`src/rtl/tbase_pkg.sv`:
```
package tbase_pkg;

  // Divide ratio produced by a prescale code: code n divides by n+1.
  function automatic int unsigned div_of_code(input int unsigned code);
    return code + 1;
  endfunction

  // True when the sub-counter has reached the last tick of its period.
  function automatic logic sub_last(input int unsigned sub, input int unsigned code);
    return (sub == code);
  endfunction

endpackage

```
`src/rtl/tbase_tick_mux.sv`:
```
module tbase_tick_mux (
  input  logic run,
  input  logic src_sel,
  input  logic slow_en,
  input  logic fast_en,
  output logic tmr_tick
);
  logic picked;

  always_comb begin
    picked   = src_sel ? fast_en : slow_en;
    tmr_tick = run & picked;
  end
endmodule

```
`src/rtl/tbase_prescale.sv`:
```
module tbase_prescale #(
  parameter int PS_W = 3
) (
  input  logic            clk,
  input  logic            rst_n,
  input  logic            run,
  input  logic            tmr_tick,
  input  logic            cnt_full,
  input  logic [PS_W-1:0] ps_code,
  output logic            pre_tick,
  output logic            cycle_end,
  output logic [PS_W-1:0] sub_cnt,
  output logic [PS_W-1:0] act_code
);
  import tbase_pkg::*;

  logic at_last;

  always_comb begin
    at_last   = sub_last(int'(sub_cnt), int'(act_code));
    pre_tick  = tmr_tick & at_last;
    cycle_end = pre_tick & cnt_full;
  end

  // Sub-counter: restarts at each prescaled tick (and so at every wrap).
  always_ff @(posedge clk or negedge rst_n) begin
    if (!rst_n)
      sub_cnt <= '0;
    else if (!run)
      sub_cnt <= '0;
    else if (tmr_tick)
      sub_cnt <= at_last ? '0 : sub_cnt + 1'b1;
  end

  // Shadowed code: direct while stopped, reloaded only at the wrap while running.
  always_ff @(posedge clk or negedge rst_n) begin
    if (!rst_n)
      act_code <= '0;
    else if (!run || cycle_end)
      act_code <= ps_code;
  end
endmodule

```
`src/rtl/tbase_counter.sv`:
```
module tbase_counter #(
  parameter int CNT_W = 12
) (
  input  logic             clk,
  input  logic             rst_n,
  input  logic             run,
  input  logic             pre_tick,
  output logic [CNT_W-1:0] cnt,
  output logic             cnt_full,
  output logic             wrap_q
);
  always_comb cnt_full = &cnt;

  always_ff @(posedge clk or negedge rst_n) begin
    if (!rst_n) begin
      cnt    <= '0;
      wrap_q <= 1'b0;
    end else if (!run) begin
      cnt    <= '0;
      wrap_q <= 1'b0;
    end else begin
      wrap_q <= pre_tick & cnt_full;
      if (pre_tick)
        cnt <= cnt + 1'b1;
    end
  end
endmodule

```
`src/rtl/pwm_timebase.sv`:
```
module pwm_timebase #(
  parameter int CNT_W = 12,
  parameter int PS_W  = 3
) (
  input  logic             clk,
  input  logic             rst_n,
  input  logic             run,
  input  logic             src_sel,
  input  logic             slow_en,
  input  logic             fast_en,
  input  logic [PS_W-1:0]  ps_code,
  output logic [CNT_W-1:0] count,
  output logic             wrap_pulse,
  output logic [PS_W-1:0]  ps_active
);
  // Named internal events, visible to the bound checker.
  logic            tmr_tick;
  logic            pre_tick;
  logic            cycle_end;
  logic            cnt_full;
  logic [PS_W-1:0] sub_cnt;

  tbase_tick_mux u_mux (
    .run      (run),
    .src_sel  (src_sel),
    .slow_en  (slow_en),
    .fast_en  (fast_en),
    .tmr_tick (tmr_tick)
  );

  tbase_prescale #(.PS_W(PS_W)) u_pre (
    .clk       (clk),
    .rst_n     (rst_n),
    .run       (run),
    .tmr_tick  (tmr_tick),
    .cnt_full  (cnt_full),
    .ps_code   (ps_code),
    .pre_tick  (pre_tick),
    .cycle_end (cycle_end),
    .sub_cnt   (sub_cnt),
    .act_code  (ps_active)
  );

  tbase_counter #(.CNT_W(CNT_W)) u_cnt (
    .clk      (clk),
    .rst_n    (rst_n),
    .run      (run),
    .pre_tick (pre_tick),
    .cnt      (count),
    .cnt_full (cnt_full),
    .wrap_q   (wrap_pulse)
  );
endmodule

```
`config.mk`:
```
export PLATFORM = sky130hd
export DESIGN_NAME = pwm_timebase
export DESIGN_NICKNAME = d
export VERILOG_FILES = /design/src/rtl/tbase_pkg.sv /design/src/rtl/tbase_tick_mux.sv /design/src/rtl/tbase_prescale.sv /design/src/rtl/tbase_counter.sv /design/src/rtl/pwm_timebase.sv
export SDC_FILE = /design/constraint.sdc
export NUM_CORES = 1
export LEC_CHECK = 0
export BUFFER_PORTS_ARGS = -buffer_cell sky130_fd_sc_hd__buf_4
export CORE_UTILIZATION = 54
export CTS_BUF_LIST = sky130_fd_sc_hd__clkbuf_8
export DETAILED_ROUTE_END_ITERATION = 6
export GPL_ROUTABILITY_DRIVEN = 0
export PLACE_DENSITY = 0.87
export REMOVE_ABC_BUFFERS = 1
export SETUP_SLACK_MARGIN = 0.1
export SLEW_MARGIN = 20
export SYNTH_ARGS = -nofsm -noshare
export SYNTH_HDL_FRONTEND = slang
export SYNTH_SLANG_ARGS = --single-unit
```
`constraint.sdc`:
```
create_clock -name clk -period 2 [get_ports clk]
set_clock_uncertainty 0.1 [all_clocks]
set_input_delay 0.3 -clock clk [delete_from_list [all_inputs] [get_ports clk]]
set_output_delay 0.3 -clock clk [all_outputs]
set_load 0.005 [all_outputs]
```
==> results of run 1 <==
## worst reg2reg max path, stage by stage, from the launching register on
cell and delay [ns]:
dfrtp_1 0.43, xnor2_2 0.25, nand4b_4 0.15, o41a_1 0.52
mux2_4 0.34
## placed cells by master (no fill, tap or decap), drive strengths merged, types with 2 or more instances in the layout
cell type,Yosys,layout
buf,2,32
dfrtp,19,19
a21oi,12,12
nand2,10,10
nand3,6,6
o21ai,5,5
o31ai,5,5
or4,5,5
inv,3,4
or3,4,4
mux2i,3,3
xnor2,3,3
nor2,3,3
mux2,3,3
clkbuf,1,3
nor4,2,2
ha,2,2
## worst paths after layout
check / startpoint / cells after the start / end
max: u_pre.sub_cnt[2]$_DFFE_PN0P_ / 4 / u_pre.act_code[0]$_DFFE_PN0P_
min in group asynchronous: rst_n / 2 / u_pre.act_code[1]$_DFFE_PN0P_
min: ps_code[1] / 2 / u_pre.act_code[1]$_DFFE_PN0P_
max reg2reg: u_pre.sub_cnt[2]$_DFFE_PN0P_ / 4 / u_pre.act_code[0]$_DFFE_PN0P_
max in group asynchronous: rst_n / 2 / u_pre.sub_cnt[0]$_DFFE_PN0P_
min reg2reg: u_cnt.cnt[5]$_DFFE_PN0P_ / 2 / u_cnt.cnt[5]$_DFFE_PN0P_
## per-stage QoR
| stage | hold slack (ns) | instance area, sq um | setup slack [ns] |
|---|---|---|---|
| final | 0.185 | 1350 | 0.109 |
| after global routing | 0.183 | 1350 | 0.0675 |
| after CTS | 0.172 | 1320 | 0.138 |
| after detailed placement | 0.0862 | 1240 | 0.0203 |
| after global placement | 0.0837 | 1240 | 0.105 |
| after floorplan | -0.0956 | 976 | -0.0166 |
## routing by layer
layer / global-route usage / part of all wire
met5: 0 / 0
met2: 0.426 / 0.48
met3: 0.0240 / 0.031
met4: 0.170 / 0.030
met1: 0.311 / 0.46
## timing repair
item                                    4_1_cts  5_1_grt
endpoints found under the setup margin        8        8
cloned                                        0        0
hold endpoints to repair                     19        0
resized for setup                             3        4
setup buffers                                 0        2
pin swaps                                     1        6
hold buffers                                  1        0
## area by class of cell
class                   instances  area (sq um)  share of cell area
inverters                       3          11.3             0.00834
flip-flops and latches         19           477               0.353
clock buffers                   3          41.3              0.0306
multi-input cells              72           523               0.387
repair buffers                 33           263               0.195
well taps                      25          31.3              0.0232
clock inverters                 1          3.75             0.00278
## flip-flops by register name, indices dropped and copies added, names as in the netlist
register        flops
u_cnt.cnt          12
u_pre.act_code      3
u_pre.sub_cnt       3
u_cnt.wrap_q        1
## power groups by stage
stage                     logic, uW  registers [uW]  clock network, uW
after CTS                       124             415                263
after global routing            138             417                275
final                           129             416                257
after floorplan                60.7             417                  0
after detailed placement        115             419                  0
after global placement          111             418                  0
## cell families (layout without fill, tap and decap cells)
group	count (synthesis)	after routing
buf+inv	6	40
flops	19	19
xor+xnor	4	4
simple gates	37	37
mux	6	6
fa+ha+maj	2	2
compound gates	23	23
==> impl_results.md, run 1 <==
* Status: finished clean
* Slew headroom at 0.660
* Top delay family on crit path: compound AO/OA/AOI/OAI gates
* Mux share of post-synthesis cell area at 0.0754
* Synth Register Bits at 19
* Core Region at 1730 sq um
* Final Net Count at 143
* Largest family of logic cells by synthesized area: simple AND/OR/NAND/NOR gates
* DR pass1 iterations at 4
* Flop pwr share at 0.519
* CP Cell Sequence: xnor2_2 -> nand4b_4 -> o41a_1 -> mux2_4
* Share of cells above drive strength 1 at 0.351
* Number of global-route vias before repair at 831
* Drt via density at 5.72
* Top-Level Pins at 25
* GRT Overall Usage at 0.255
* Final ANT Viol Nets at 0
* DR iter-0 viols at 16
* Die height at 44.9 um
* Sw power at 199 uW
* Clock slew at reported path FFs at 0.07 ns
* Final core occ at 0.782
* Final setup fails at 0
* Antenna violations before repair at 0
* Max Fanout on Critical Path at 3
* Clk Latency, worst-skew pair at 0.25 ns
* Min-Delay Path Class: primary input to flop
* Yosys warning total at 0
* Clock buffer depth at 2
* Routed wire per std cell at 15.0 um
* Library cells used by synthesis at 27
* Synth Area in Simple Gates at 0.221
* First-pass GRT wire length at 3610 um
* DIE AREA at 2020 sq um
* CTS buffer count at 3
* Setup tns final at 0 ns
* Die width at 44.9 um
* Power Density at 594 nW/um^2
* Non-filler cells, final at 156
* Fmax at 529 MHz
* Dominant cell type by area after synthesis: dfrtp_1
* Via count at 892
* DRC at 0
* Std-Cell Rows at 15
* XOR/XNOR Fraction of Synth Area at 0.0352
* Register area share after synthesis at 0.477
* Kind of end point of the critical path: flop
* Clk pwr share at 0.320
* Max-cap viol count at 0
* Most used DFF post-synth: dfrtp_1
* Minimum clock period at 1.89 ns
* Peak supply drop at 0.535 mV
* Compound-Gate Fraction of Synth Area at 0.134
* Switching share of power at 0.248
* WP buf/inv at 0
* GR Overflow Total at 0
* Internal power of the cells at 602 uW
* Async SR Flop Fraction at 1.00
* Critical Path Source Type: flop
* CP max stage cell: o41a_1
* Final hold viol count at 0
* Final period util at 0.946
* Part of the power in combinational logic at 0.161
* Crit path DAT at 1.93 ns
* Root Driver: clkbuf_8
* Syn avg cell area at 10.3 sq um
* Ant. Diodes at 0
* Number of synthesized flops with an enable pin at 0
* Placed insts at 149
* RSZ-0062 raised after global routing: true
* Mapped Cells at 97
* Pins Over Slew Limit at 0
* Layout area overhead at 35.6%
* Total power at 801 uW
* Peak per-stage delay on the critical path at 0.52 ns
* Pleak at 0.000618 uW
* Initial Utilization at 0.577
* Yosys top cell area share at 0.477
* H-Tree Level Count at 1
* Synth area leaders: dfrtp_1, a21oi_1, mux2_4
* Tightest Pin Transition at 0.510 ns
* IO buf count at 24
* # fillers at 117
* Setup CP Type: flop to flop
* Leading post-synthesis cells by instance count: dfrtp_1, a21oi_1, nand2_1
* Adder-Cell Fraction of Synth Area at 0.0251
* Pin count of the biggest net entering global routing at 23
* TritonCTS clock tree: built
* Worst Path Required at 2.04 ns
* Dpl hpwl at 1580 um
* Synth Cell Area at 996 sq um
* Clock net sink count at 19
* Final Routed Wirelength at 2340 um
* Most numerous cell in the Yosys netlist: dfrtp_1
* Worst R2R Setup Slack at 0.11 ns
Power figures use the tool's default switching activity.
==> inputs of run 2 (changes only) <==
--- a/config.mk
+++ b/config.mk
@@ -12,7 +12,7 @@
 export GPL_ROUTABILITY_DRIVEN = 0
 export PLACE_DENSITY = 0.87
 export REMOVE_ABC_BUFFERS = 1
-export SETUP_SLACK_MARGIN = 0.1
+export SETUP_SLACK_MARGIN = 0.5
 export SLEW_MARGIN = 20
 export SYNTH_ARGS = -nofsm -noshare
 export SYNTH_HDL_FRONTEND = slang
==> run 2 against run 1 <==
The run now ends with DRC left; routed wire length increased by 71%; cell count increased by 9.0%; non-clock buffer count increased by 14; clock-buffer cell count unchanged; sequential power about the same; sequential cell count unchanged; clock power increased by 5%; utilization increased by 12 points; worst setup slack got worse by 0.066 ns; maximum frequency decreased by 3.3%; largest cell class unchanged; highest routed layer unchanged.
==> impl_results.md, run 2 (synthesis results as in run 1) <==
* Status: finished, violations left (was finished clean)
* Failing checks: DRC
* Dpl hpwl at 1580 um (unchanged)
* Clock slew at reported path FFs at 0.07 ns (about the same)
* Kind of end point of the critical path: flop (unchanged)
* GRT Overall Usage at 0.338 (was 0.255)
* Routed wire per std cell at 23.5 um (was 15.0 um)
* DP Area at 1240 sq um (unchanged)
* Most common cell after layout, fill and taps aside: buf_4 (unchanged)
* Fmax at 511 MHz (was 529 MHz)
* Critical Path Source Type: flop (unchanged)
* Met3 WL at 294 um (was 72 um)
* Tightest Pin Transition at 0.616 ns (was 0.510 ns)
* DR pass1 iterations at 6 (was 4)
* Final ANT Viol Nets at 0 (unchanged)
* Antenna violations before repair at 0 (unchanged)
* Final Net Count at 157 (was 143)
* Top sig layer: met4 (unchanged)
* CP Cell Sequence: xnor2_2 -> nand4b_4 -> buf_4 -> buf_16 -> o31ai_1 -> a21oi_2 (was xnor2_2 -> nand4b_4 -> o41a_1 -> mux2_4)
* Final setup fails at 0 (unchanged)
* Max-cap viol count at 0 (unchanged)
* Die width at 44.9 um (unchanged)
* WP buf/inv at 2 (was 0)
* Core Region at 1730 sq um (unchanged)
* Die height at 44.9 um (unchanged)
* Design Area, Final at 1550 sq um (was 1350 sq um)
* Share of cells above drive strength 1 at 0.497 (was 0.351)
* CP max stage cell: dfrtp_1 (was o41a_1)
* Top-Level Pins at 25 (unchanged)
* Peak supply drop at 0.662 mV (was 0.535 mV)
* Pleak at 0.000728 uW (was 0.000618 uW)
* Non-filler cells, final at 170 (was 156)
* CTS buffer count at 3 (unchanged)
* Setup WS pre-CTS at 0.0203 ns (unchanged)
* TritonCTS clock tree: built (unchanged)
* Final hold viol count at 0 (unchanged)
* Pins Over Slew Limit at 0 (unchanged)
* First-pass GRT wire length at 4690 um (was 3610 um)
* Peak per-stage delay on the critical path at 0.43 ns (was 0.52 ns)
* IO buf count at 24 (unchanged)
* H-Tree Level Count at 1 (unchanged)
* DR iter-0 viols at 44 (was 16)
* Top flop regs: u_cnt.cnt (12), u_pre.act_code (3), u_pre.sub_cnt (3) (unchanged)
* Setup tns final at 0 ns (unchanged)
* Root Driver: clkbuf_8 (unchanged)
* Via count at 1103 (was 892)
* Top delay family on crit path: compound AO/OA/AOI/OAI gates (unchanged)
* Slew headroom at 0.589 (was 0.660)
* Number of global-route vias before repair at 991 (was 831)
* Max reg flops at 12 (unchanged)
* Clock buffer depth at 2 (unchanged)
* Clk Latency, worst-skew pair at 0.26 ns (was 0.25 ns)
* Layout area overhead at 55.9% (was 35.6%)
* Placed insts at 149 (unchanged)
* Max Fanout on Critical Path at 11 (was 3)
* Setup CP Type: flop to flop (unchanged)
* Drt via density at 6.49 (was 5.72)
* Wl on met1 at 1510 um (was 1070 um)
* DRC at 2 (was 0)
* Worst Path Required at 2.02 ns (was 2.04 ns)
* Pin count of the biggest net entering global routing at 20 (was 23)
* Minimum clock period at 1.96 ns (was 1.89 ns)
* WL met2 at 1970 um (was 1130 um)
* Crit path DAT at 1.98 ns (was 1.93 ns)
* DIE AREA at 2020 sq um (unchanged)
* # fillers at 79 (was 117)
* Final period util at 0.978 (was 0.946)
* Initial Utilization at 0.577 (unchanged)
* RSZ-0062 raised after global routing: true (unchanged)
* Final Routed Wirelength at 4000 um (was 2340 um)
* GR Overflow Total at 0 (unchanged)
* Most frequent cells in the layout: buf_4, dfrtp_1, nand2_1 (was buf_4, dfrtp_1, nand2_1, a21oi_1, nand3_1)
* Largest Register: u_cnt.cnt (unchanged)
* Setup ws final at 0.0430 ns (was 0.109 ns)
* Final core occ at 0.899 (was 0.782)
* Power Density at 574 nW/um^2 (was 594 nW/um^2)
* Std-Cell Rows at 15 (unchanged)
* Clock net sink count at 19 (unchanged)
* Min-Delay Path Class: primary input to flop (unchanged)
* Ant. Diodes at 0 (unchanged)
==> run 2: cell types whose count changed in the layout (fill, tap and decap cells not counted), moves of 2 or more <==
cell | before | now
a21oi_1 | 10 | 5
nor4_4 | 0 | 2
nor4_1 | 2 | 0
a21oi_2 | 2 | 7
buf_4 | 31 | 44
==> run 2: stage by stage <==
step / total power [uW] / hold WS, ns
after floorplan: 477 / -0.0956
after global placement: 529 / 0.0837
after detailed placement: 535 / 0.0862
after CTS: 848 / 0.172
after global routing: 914 / 0.188
final: 891 / 0.187
==> run 2: power breakdown <==
| group | switching (uW) | internal [uW] | total, uW |
|---|---|---|---|
| logic | 95.9 | 111 | 207 |
| registers | 16.2 | 397 | 413 |
| clock network | 134 | 137 | 271 |
| total | 246 | 645 | 891 |
==> run 2: cell type report <==
type                       count  area, sq um  share of cell area
clock buffer                   3         41.3              0.0266
clock inverter                 1         3.75             0.00242
inverter                       3         11.3             0.00725
multi-input combinational     72          601               0.387
sequential                    19          477               0.307
tap                           25         31.3              0.0201
timing repair buffer          47          388               0.250
==> run 2: final timing paths <==
kind,cells past startpoint,from,end,slack (ns)
min in group asynchronous,2,rst_n,u_pre.act_code[1]$_DFFE_PN0P_,0.35
min,2,ps_code[2],u_pre.act_code[2]$_DFFE_PN0P_,0.19
max in group asynchronous,2,rst_n,u_pre.act_code[0]$_DFFE_PN0P_,1.23
max reg2reg,6,u_pre.sub_cnt[2]$_DFFE_PN0P_,u_cnt.cnt[9]$_DFFE_PN0P_,0.04
min reg2reg,1,u_pre.act_code[0]$_DFFE_PN0P_,u_pre.act_code[0]$_DFFE_PN0P_,0.49
max,6,u_pre.sub_cnt[2]$_DFFE_PN0P_,u_cnt.cnt[9]$_DFFE_PN0P_,0.04
==> run 2: worst register-to-register path, delay by kind of cell (launching register included) <==
family                 cells  cell delay (ns)
XOR/XNOR                   1             0.28
AND/OR/NAND/NOR            1             0.17
flip-flops                 1             0.43
buffers and inverters      2             0.34
AO/OA/AOI/OAI              2             0.52
==> run 2: per-layer routing <==
layer	global-route usage	vias to the layer above
met2	0.565	71
met3	0.0440	24
met5	0	-
li1	-	457
met4	0.212	0
met1	0.409	551
==> run 2: timing repair <==
| action | in CTS | in global routing |
|---|---|---|
| hold buffers | 1 | 0 |
| resized for setup | 8 | 16 |
| endpoints found under the setup margin | 16 | 17 |
| gates cloned | 1 | 0 |
| pin swaps | 7 | 6 |
| buffers inserted | 12 | 3 |
| endpoints found under the hold margin | 19 | 0 |
==> inputs of run 3 (changes only) <==
--- a/config.mk
+++ b/config.mk
@@ -5,8 +5,10 @@
 export SDC_FILE = /design/constraint.sdc
 export NUM_CORES = 1
 export LEC_CHECK = 0
+export ABC_AREA = 1
+export ABC_CLOCK_PERIOD_IN_PS = 2000
 export BUFFER_PORTS_ARGS = -buffer_cell sky130_fd_sc_hd__buf_4
-export CORE_UTILIZATION = 54
+export CORE_UTILIZATION = 55
 export CTS_BUF_LIST = sky130_fd_sc_hd__clkbuf_8
 export DETAILED_ROUTE_END_ITERATION = 6
 export GPL_ROUTABILITY_DRIVEN = 0
==> run 3 against run 2 <==
The run now ends clean; die area increased by 4.6%; maximum frequency increased by 24%; sequential share of layout area increased by 0.99 points; clock-buffer cell count unchanged; utilization decreased by 4.9 points; critical path type unchanged.
==> impl_results.md, run 3 <==
* DIE AREA at 2110 sq um (was 2020 sq um)
* Setup CP Type: flop to flop (unchanged)
* Power Density at 544 nW/um^2 (was 574 nW/um^2)
* Dpl hpwl at 1690 um (was 1580 um)
* # fillers at 111 (was 79)
* Layout area overhead at 41.1% (was 55.9%)
* GR Overflow Total at 0 (unchanged)
* Largest Register: u_cnt.cnt (unchanged)
* H-Tree Level Count at 1 (unchanged)
* Hold path cells at 3 (was 2)
* Kind of end point of the critical path: flop (unchanged)
* RSZ-0062 raised after global routing: true (unchanged)
* Status: finished clean (was finished, violations left)
* Crit path DAT at 1.63 ns (was 1.98 ns)
* Part of the power in combinational logic at 0.160 (was 0.232)
* Most frequent cells in the layout: nand2_1, buf_4, dfrtp_1 (was buf_4, dfrtp_1, nand2_1)
* Pin count of the biggest net entering global routing at 20 (unchanged)
* Share of cells above drive strength 1 at 0.321 (was 0.497)
* Async SR Flop Fraction at 1.00 (unchanged)
* Drt via density at 5.54 (was 6.49)
* Die height at 46.0 um (was 44.9 um)
* Setup ws final at 0.423 ns (was 0.0430 ns)
* Synth Register Bits at 19 (unchanged)
* Total power at 817 uW (was 891 uW)
* Flop pwr share at 0.502 (was 0.464)
* Max Fanout on Critical Path at 6 (was 11)
* Antenna violations before repair at 0 (unchanged)
* Routed wire per std cell at 15.3 um (was 23.5 um)
* Max reg flops at 12 (unchanged)
* Synth area leaders: dfrtp_1, nand2_1, nand3_1 (was dfrtp_1, a21oi_1, mux2_4)
* Die width at 46.0 um (was 44.9 um)
* Top delay family on crit path: simple AND/OR/NAND/NOR gates (was compound AO/OA/AOI/OAI gates)
* Setup WS pre-CTS at 0.321 ns (was 0.0203 ns)
* Clk Latency, worst-skew pair at 0.27 ns (was 0.26 ns)
* Worst Reg-to-Reg Cells at 7 (was 6)
* GR Layer Usage met3 at 0.0397 (was 0.0440)
* Cell mode on critical path: nand2_1
* DR iter-0 viols at 49 (was 44)
* Hold endpoint: u_pre.act_code[2]$_DFFE_PN0P_ (unchanged)
* Critical Path Source Type: flop (unchanged)
* Final Routed Wirelength at 3210 um (was 4000 um)
* CTS buffer count at 3 (unchanged)
* Number of synthesized flops with an enable pin at 0 (unchanged)
* Root Driver: clkbuf_8 (unchanged)
* Top-Level Pins at 25 (unchanged)
* DR pass1 iterations at 4 (was 6)
* Leading post-synthesis cells by instance count: nand2_1, dfrtp_1, inv_1, nand3_1, nor2_1 (was dfrtp_1, a21oi_1, nand2_1)
* Busiest grt layer: met2 (unchanged)
* Library cells used by synthesis at 20 (was 27)
* Clock buffer depth at 2 (unchanged)
* CP Cell Sequence: nand2_1 -> nor2_1 -> nand2_1 -> nor2_2 -> nand3_2 -> nand2_1 -> nor2_1 (was xnor2_2 -> nand4b_4 -> buf_4 -> buf_16 -> o31ai_1 -> a21oi_2)
* Core Region at 1760 sq um (was 1730 sq um)
* Final setup fails at 0 (unchanged)
* Final Net Count at 196 (was 157)
* Slew headroom at 0.821 (was 0.589)
* Switching share of power at 0.270 (was 0.276)
* Top flop regs: u_cnt.cnt (12), u_pre.act_code (3), u_pre.sub_cnt (3) (unchanged)
* Critical R2R Launch: u_cnt.cnt[3]$_DFFE_PN0P_ (was u_pre.sub_cnt[2]$_DFFE_PN0P_)
* Dominant cell type by area after synthesis: dfrtp_1 (unchanged)
* Final core occ at 0.850 (was 0.899)
* Grt met2 use at 0.456 (was 0.565)
* Clk pwr share at 0.338 (was 0.304)
* Sw power at 220 uW (was 246 uW)
* Peak supply drop at 0.454 mV (was 0.662 mV)
* Most used DFF post-synth: dfrtp_1 (unchanged)
* Worst Path Required at 2.05 ns (was 2.02 ns)
* Tightest Pin Transition at 0.268 ns (was 0.616 ns)
* Syn avg cell area at 7.28 sq um (was 10.3 sq um)
* Mapped Cells at 146 (was 97)
* Max-cap viol count at 0 (unchanged)
* Clock net sink count at 19 (unchanged)
* Met1 usage at 0.336 (was 0.409)
* Final period util at 0.789 (was 0.978)
* Hold wc startpoint: ps_code[2] (unchanged)
* Number of global-route vias before repair at 946 (was 991)
* Fmax at 634 MHz (was 511 MHz)
* TritonCTS clock tree: built (unchanged)
* Worst R2R Setup Slack at 0.42 ns (was 0.04 ns)
* Final hold viol count at 0 (unchanged)
* GRT Overall Usage at 0.269 (was 0.338)
* Ant. Diodes at 0 (unchanged)
* Peak per-stage delay on the critical path at 0.48 ns (was 0.43 ns)
* Internal power of the cells at 597 uW (was 645 uW)
* CP max stage cell: dfrtp_1 (unchanged)
* End of the worst register-to-register path: u_cnt.cnt[9]$_DFFE_PN0P_ (unchanged)
* IO buf count at 24 (unchanged)
* Register area share after synthesis at 0.447 (was 0.477)
* Worst hold slack at 0.146 ns (was 0.187 ns)
* Most common cell after layout, fill and taps aside: nand2_1 (was buf_4)
* Yosys top cell area share at 0.447 (was 0.477)
* Minimum clock period at 1.58 ns (was 1.96 ns)
* Synth Cell Area at 1060 sq um (was 996 sq um)
* Via count at 1157 (was 1103)
* Multi-input gate area at 572 sq um (was 601 sq um)
* Std-Cell Rows at 15 (unchanged)
* Min-Delay Path Class: primary input to flop (unchanged)
* Pins Over Slew Limit at 0 (unchanged)
* Most numerous cell in the Yosys netlist: nand2_1 (was dfrtp_1)
* Clock slew at reported path FFs at 0.08 ns (was 0.07 ns)
* DRC at 0 (was 2)
* Setup tns final at 0 ns (unchanged)
* Yosys warning total at 0 (unchanged)
* Pleak at 0.000781 uW (was 0.000728 uW)
* Final ANT Viol Nets at 0 (unchanged)
* First-pass GRT wire length at 4000 um (was 4690 um)
* WP buf/inv at 0 (was 2)
* Initial Utilization at 0.603 (was 0.577)
* Register Area at 475 sq um (was 477 sq um)
## run 3: cell count changes after synthesis, sizes merged, moves of 3 or more
| cell | delta |
|---|---|
| nand2 | +41 |
| o31ai | -5 |
| a21oi | -5 |
| nand3 | +12 |
| nand4 | +3 |
| or3 | -4 |
| or4 | -5 |
| mux2i | -3 |
| mux2 | -3 |
| nor2 | +14 |
| inv | +14 |
## run 3: cell families after synthesis
logic type,synth area share
adders and majority gates,0.0235
buffers and inverters,0.0812
DFF,0.447
AOI/OAI and AO/OA,0.0647
and+or+nand+nor,0.367
xor gates and xnor gates,0.0165
## run 3: through the flow
step	area, sq um	instances
2_1_floorplan	1040	143
3_3_place_gp	1270	194
3_5_place_dp	1270	194
4_1_cts	1390	205
5_1_grt	1500	209
6_report	1500	209
## run 3: final cells by class
class,instances,area share
Tap cell,25,0.0209
Inverter,17,0.0425
Clock buffer,3,0.0275
Timing Repair Buffer,37,0.208
Clock inverter,1,0.00334
Sequential cell,19,0.317
Multi-Input combinational cell,107,0.381
## run 3: worst max-delay path by stage
stage / slack [ns] / depth (start not counted) / to / start
finish: 0.42 / 7 / u_cnt.cnt[9]$_DFFE_PN0P_ / u_cnt.cnt[3]$_DFFE_PN0P_
floorplan: 0.50 / 8 / u_pre.act_code[0]$_DFFE_PN0P_ / u_cnt.cnt[0]$_DFFE_PN0P_
CTS: 0.48 / 9 / u_cnt.cnt[4]$_DFFE_PN0P_ / u_pre.sub_cnt[0]$_DFFE_PN0P_
global placement: 0.34 / 8 / u_pre.act_code[1]$_DFFE_PN0P_ / u_cnt.cnt[0]$_DFFE_PN0P_
global route: 0.35 / 7 / u_cnt.cnt[9]$_DFFE_PN0P_ / u_cnt.cnt[3]$_DFFE_PN0P_
detailed placement: 0.32 / 8 / u_pre.act_code[1]$_DFFE_PN0P_ / u_cnt.cnt[0]$_DFFE_PN0P_
## run 3: timing repair
item	in CTS	in global routing
cloned	0	0
pin swaps	2	8
gates resized for setup	4	20
endpoints found under the hold margin	19	0
buffers inserted	6	4
setup endpoints to repair	13	15
hold buffers	1	0
## run 3: per-layer routing
layer	wire length, um	up-vias
met5	0	-
met4	117	0
met3	240	14
met2	1590	66
met1	1260	539
li1	-	538
## run 3: worst register-to-register path, cell delays in order (launching register included)
cell     delay, ns
dfrtp_1       0.48
nand2_1       0.13
nor2_1        0.25
nand2_1       0.16
nor2_2        0.17
nand3_2       0.09
nand2_1       0.06
nor2_1        0.04
## run 3: power by group through the flow
stage | Combinational, uW | Clock [uW] | Sequential (uW)
after floorplan | 46.6 | 0 | 413
after global placement | 91.8 | 0 | 414
after detailed placement | 95.3 | 0 | 415
after CTS | 106 | 272 | 408
after global routing | 143 | 293 | 410
final | 131 | 276 | 410
